## src/rtl/ledr_rx_pkg.sv

```systemverilog
package ledr_rx_pkg;
  typedef enum logic {
    PH_EVEN = 1'b0,
    PH_ODD  = 1'b1
  } phase_e;

  function automatic phase_e flip(phase_e p);
    return (p == PH_ODD) ? PH_EVEN : PH_ODD;
  endfunction
endpackage

```

## src/rtl/ledr_rx_sync.sv

```systemverilog
module ledr_rx_sync #(
  parameter int WIDTH  = 16,
  parameter int STAGES = 2
) (
  input  logic             clk_i,
  input  logic             rst_ni,
  input  logic [WIDTH-1:0] d_i,
  output logic [WIDTH-1:0] q_o
);
  logic [WIDTH-1:0] stg_q [STAGES];

  always_ff @(posedge clk_i or negedge rst_ni) begin
    if (!rst_ni) begin
      for (int s = 0; s < STAGES; s++) stg_q[s] <= '0;
    end else begin
      stg_q[0] <= d_i;
      for (int s = 1; s < STAGES; s++) stg_q[s] <= stg_q[s-1];
    end
  end

  assign q_o = stg_q[STAGES-1];
endmodule

```

## src/rtl/ledr_rx_bit_phase.sv

```systemverilog
module ledr_rx_bit_phase
  import ledr_rx_pkg::*;
(
  input  logic val_i,
  input  logic par_i,
  output logic odd_o
);
  phase_e ph;

  assign ph    = phase_e'(val_i ^ par_i);
  assign odd_o = (ph == PH_ODD);
endmodule

```

## src/rtl/ledr_rx_detect.sv

```systemverilog
module ledr_rx_detect #(
  parameter int WIDTH = 16
) (
  input  logic [WIDTH-1:0] odd_i,
  output logic             all_even_o,
  output logic             all_odd_o
);
  assign all_even_o = ~|odd_i;
  assign all_odd_o  = &odd_i;
endmodule

```

## src/rtl/ledr_rx.sv

```systemverilog
module ledr_rx
  import ledr_rx_pkg::*;
#(
  parameter int WIDTH       = 16,
  parameter int SYNC_STAGES = 2
) (
  input  logic             clk_i,
  input  logic             rst_ni,
  input  logic [WIDTH-1:0] val_rail_i,
  input  logic [WIDTH-1:0] par_rail_i,
  output logic [WIDTH-1:0] word_o,
  output logic             valid_o,
  input  logic             ready_i
);
  localparam int RailW = 2 * WIDTH;

  logic [RailW-1:0] rail_s;
  logic [WIDTH-1:0] val_s, par_s, odd_vec;
  logic             all_even, all_odd, complete, cap, expect_odd;
  phase_e           expect_q;
  logic [WIDTH-1:0] word_q;
  logic             valid_q;

  ledr_rx_sync #(.WIDTH(RailW), .STAGES(SYNC_STAGES)) u_sync (
    .clk_i (clk_i),
    .rst_ni(rst_ni),
    .d_i   ({par_rail_i, val_rail_i}),
    .q_o   (rail_s)
  );

  assign val_s = rail_s[WIDTH-1:0];
  assign par_s = rail_s[RailW-1:WIDTH];

  for (genvar i = 0; i < WIDTH; i++) begin : g_bit
    ledr_rx_bit_phase u_ph (
      .val_i(val_s[i]),
      .par_i(par_s[i]),
      .odd_o(odd_vec[i])
    );
  end

  ledr_rx_detect #(.WIDTH(WIDTH)) u_det (
    .odd_i     (odd_vec),
    .all_even_o(all_even),
    .all_odd_o (all_odd)
  );

  assign expect_odd = (expect_q == PH_ODD);
  assign complete   = expect_odd ? all_odd : all_even;
  // free slot: empty, or the held word leaves on this edge
  assign cap        = complete && (!valid_q || ready_i);

  always_ff @(posedge clk_i or negedge rst_ni) begin
    if (!rst_ni) begin
      expect_q <= PH_ODD;
      word_q   <= '0;
      valid_q  <= 1'b0;
    end else if (cap) begin
      expect_q <= flip(expect_q);
      word_q   <= val_s;
      valid_q  <= 1'b1;
    end else if (ready_i) begin
      valid_q  <= 1'b0;
    end
  end

  assign word_o  = word_q;
  assign valid_o = valid_q;
endmodule

```

## config.mk

```make
export PLATFORM = sky130hd
export DESIGN_NAME = ledr_rx
export DESIGN_NICKNAME = d
export VERILOG_FILES = /design/src/rtl/ledr_rx_pkg.sv /design/src/rtl/ledr_rx_sync.sv /design/src/rtl/ledr_rx_bit_phase.sv /design/src/rtl/ledr_rx_detect.sv /design/src/rtl/ledr_rx.sv
export SDC_FILE = /design/constraint.sdc
export NUM_CORES = 1
export LEC_CHECK = 0
export ABC_AREA = 1
export BUFFER_PORTS_ARGS = -buffer_cell sky130_fd_sc_hd__buf_2
export CAP_MARGIN = 20
export CORE_MARGIN = 8
export CORE_UTILIZATION = 40
export DETAILED_ROUTE_END_ITERATION = 8
export GPL_ROUTABILITY_DRIVEN = 0
export PLACE_DENSITY = 0.64
export RECOVER_POWER = 50
export SETUP_SLACK_MARGIN = 0.1
export SYNTH_ARGS = -nofsm -noshare
export SYNTH_HDL_FRONTEND = slang
export SYNTH_SLANG_ARGS = --single-unit
```

## constraint.sdc

```tcl
create_clock -name clk_i -period 2.4 [get_ports clk_i]
set_input_delay 0.48 -clock clk_i [delete_from_list [all_inputs] [get_ports clk_i]]
set_output_delay 0.48 -clock clk_i [all_outputs]
set_load 0.01 [all_outputs]
```

==> results by group <==
Setup path
  – Reg-to-Reg Start: u_sync.q_o[12]
  – Critical Path RT: approximately 2.6 ns
  – Crit-path cells: inv_2 -> nand2_1 -> nand2_1 -> nor2_1 -> nand2_1 -> nor2_1 -> nand3_2 -> nand2_4 -> nand2_4 -> nand2_1 -> nand2_1
  – Crit-path slowest cell: dfrtp_1
  – Register-to-register setup slack: ~0.75 ns
  – Worst R2R End: word_o[1]
  – Family with the most delay on the worst path: simple AND/OR/NAND/NOR gates
  – Critical Path Source Type: flop
  – Critical-path maximum fanout: 18
  – Crit. End Element: flop
  – Data arrival time of the critical path: roughly 1.9 ns
  – Buf+Inv Stages, Crit Path: 1
  – CP peak stage delay: around 0.43 ns
  – Critical path class: reg2reg
  – R2R depth: 11
  – Worst path most repeated cell: nand2_1

CTS
  – CTS tree: built
  – Post-CTS setup buffer count: 0
  – Root buf cell: clkbuf_8
  – Clk slew on worst S/H paths: around 0.080 ns
  – Post-CTS Resized: 0
  – Sink Count: about 80
  – Clock latency on the worst-skew pair: around 0.33 ns
  – Max Root-Sink Buffers: 2
  – Total CTS buffers: 9
  – Post-CTS Hold Fix Bufs: 0
  – H-tree levels: 3

Routing
  – Drt wl/cell: roughly 11 um
  – Initial DRC Count: ~110
  – Via count: ~1.7k
  – DRC Markers: 0
  – Final WL: approximately 4500 um
  – DRT Pass-1 Iters: 4
  – Vias/cell: ~4.1
  – Antenna-violating nets left: 0

Global routing
  – GRT Resource Usage Total: 0.100
  – Gr ovfl total: 0
  – Vias in the first global route: ~1.7k
  – Initial antenna violation count: 0
  – Largest net degree at the start of global routing: 83
  – Global-route wire length before repair: approximately 7500 um

Logic synthesis
  – Synthesized instance count: ~250
  – Synth Area in Simple Gates: 0.193
  – Synth Area in XOR/XNOR: 0.0313
  – Leading area contributor after synthesis: dfrtp_1
  – Mapped Area: between 0.002 and 0.003 mm2
  – Unique masters post-synth: 17
  – Share of the synthesized area in the top cell type: 0.725
  – Synthesized Nets: ~280
  – Multiplexer area fraction after synthesis: 0
  – Seq cells post-synth: a little over 80
  – Area contributors post-synth: dfrtp_1 73%, nand2_1 11%, nand3_1 3.8%
  – Largest family of logic cells by synthesized area: simple AND/OR/NAND/NOR gates
  – Adder-cell area share of the yosys netlist: 0
  – Ys Warns: 0
  – Sequential element share of the synthesized area: 0.735
  – Mean Syn Cell Area: 11.3 um2
  – Compound-Gate Fraction of Synth Area: 0.00179

Die
  – CORE AREA: about 0.0068 mm2
  – Chip Height: between 90 and 100 um
  – FP Rows: 30
  – I/O pin cnt: 52
  – Initial Utilization: 0.411
  – Die ar.: 0.00992 mm2
  – Die Width: around 100 um

Power
  – Worst vdd ir: 0.000376 V
  – Pwr dens: approximately 770 mW/mm2
  – Leak Pwr: about 1.8 nW

Run
  – # Max-Cap Violations: 0

Min path
  – Worst min-delay path class: in2reg
  – Hold endpoint: u_sync.stg_q[60]
  – Worst hold stages: 1
  – Hold path startpoint: par_rail_i[12]

Final layout
  – # nets final: between 300 and 400
  – Ant diodes: 0
  – Area Overhead vs Synth: 20.2%
  – Fraction of layout cells with a size suffix above 1: 0.242

Place
  – Port-buffer cells: 51
  – DPL Wire Length: around 3200 um

Outcome
  – Status: completed

Timing
  – Final Hold Vio Count: 0
  – RSZ-0062 raised after global routing: no
  – Clk_skew: between 0.008 and 0.009 ns
  – Slew @ Worst Pin: ~0.96 ns
  – Max Slew Vio Count: 0
  – Final Cycle Share: 0.688
  – Achievable clock frequency: approximately 610 MHz
  – Final setup viols: 0
  – Post-layout min period: ~1.7 ns
  – Total negative slack: 0 ns
  – Min Hold Slack: roughly 0.25 ns
  – Relative slew slack: 0.361
[worst reg2reg max path: cells and delay by family, from the launching register on]
| kind | cells | cell delay, ns |
|---|---|---|
| buffers and inverters | 1 | 0.05 |
| DFF | 1 | 0.43 |
| and+or+nand+nor | 10 | 1.07 |
[routing by layer]
layer  vias up  GRT usage  part of all wire
met5         -          0                 0
met4         0     0.0722             0.025
met3         6     0.0307             0.026
met2        35      0.147              0.48
met1       775      0.122              0.47
li1        861          -                 -
[cell type report]
cell class / instances / area (um2)
clock buffers: 10 / 128
multi-input cells: 139 / 632
clock inverters: 5 / 80.1
well taps: 96 / 120
inverters: 23 / 86.3
repair buffers: 51 / 258
flip-flops and latches: 82 / 2050
fillers: 619 / 3440
[through the flow]
step | setup WS, ns | cell area [um2] | total power, W | instances | util
6_report | 0.748 | 3360 | 0.00259 | 406 | 0.494
5_1_grt | 0.510 | 3360 | 0.00272 | 406 | 0.494
4_1_cts | 0.714 | 3360 | 0.00263 | 406 | 0.494
3_5_place_dp | 0.744 | 3150 | 0.00161 | 391 | 0.464
3_3_place_gp | 0.765 | 3150 | 0.00160 | 391 | 0.464
2_1_floorplan | 1.03 | 2790 | 0.00154 | 247 | -
[logic make-up after synthesis]
group | after synthesis
buffers and inverters | 26
xor gates and xnor gates | 10
DFF | 82
and+or+nand+nor | 128
AOI/OAI and AO/OA | 1
[report_power, final]
group | total, W | switching (W) | leakage, nW | internal, W
clock network | 0.00102 | 0.000437 | 0.0984 | 0.000578
logic | 0.000111 | 0.0000634 | 0.716 | 0.0000475
registers | 0.00147 | 0.0000296 | 0.994 | 0.00144
[cell usage in the layout (no fill, tap or decap), types with 3 or more instances in the layout]
| cell type | instances |
|---|---|
| nor2_1 | 17 |
| nand2_1 | 84 |
| dfrtp_1 | 81 |
| clkbuf_8 | 9 |
| xnor2_1 | 7 |
| inv_1 | 20 |
| nand3_1 | 21 |
| xor2_1 | 3 |
| inv_2 | 3 |
| buf_2 | 50 |
[worst max path at each step]
stage,from,end,slack (ns),cells after the start
floorplan,u_sync.q_o[8],word_o[10],1.03,11
global route,u_sync.q_o[12],word_o[4],0.51,11
finish,u_sync.q_o[12],word_o[1],0.75,11
global placement,u_sync.q_o[15],word_o[2],0.76,10
CTS,u_sync.q_o[12],word_o[1],0.71,11
detailed placement,u_sync.q_o[12],word_o[9],0.74,11
[cell usage after synthesis]
library cell	number
buf_6	1
xor2_1	3
dfrtp_1	81
nand2_1	84
xnor2_1	7
inv_2	3
inv_1	20
nand3_2	2
clkbuf_1	1
dfstp_2	1
buf_4	1
nor2_1	17
nand2_4	2
nor2_2	1
o21ai_0	1
nand2_2	1
nand3_1	21
[registers in the layout (all words and copies together), names as in the netlist]
name	flops
u_sync.stg_q	32
u_sync.q_o	32
valid_o	1
word_o	16
expect_odd	1
Power figures use the tool's default switching activity.
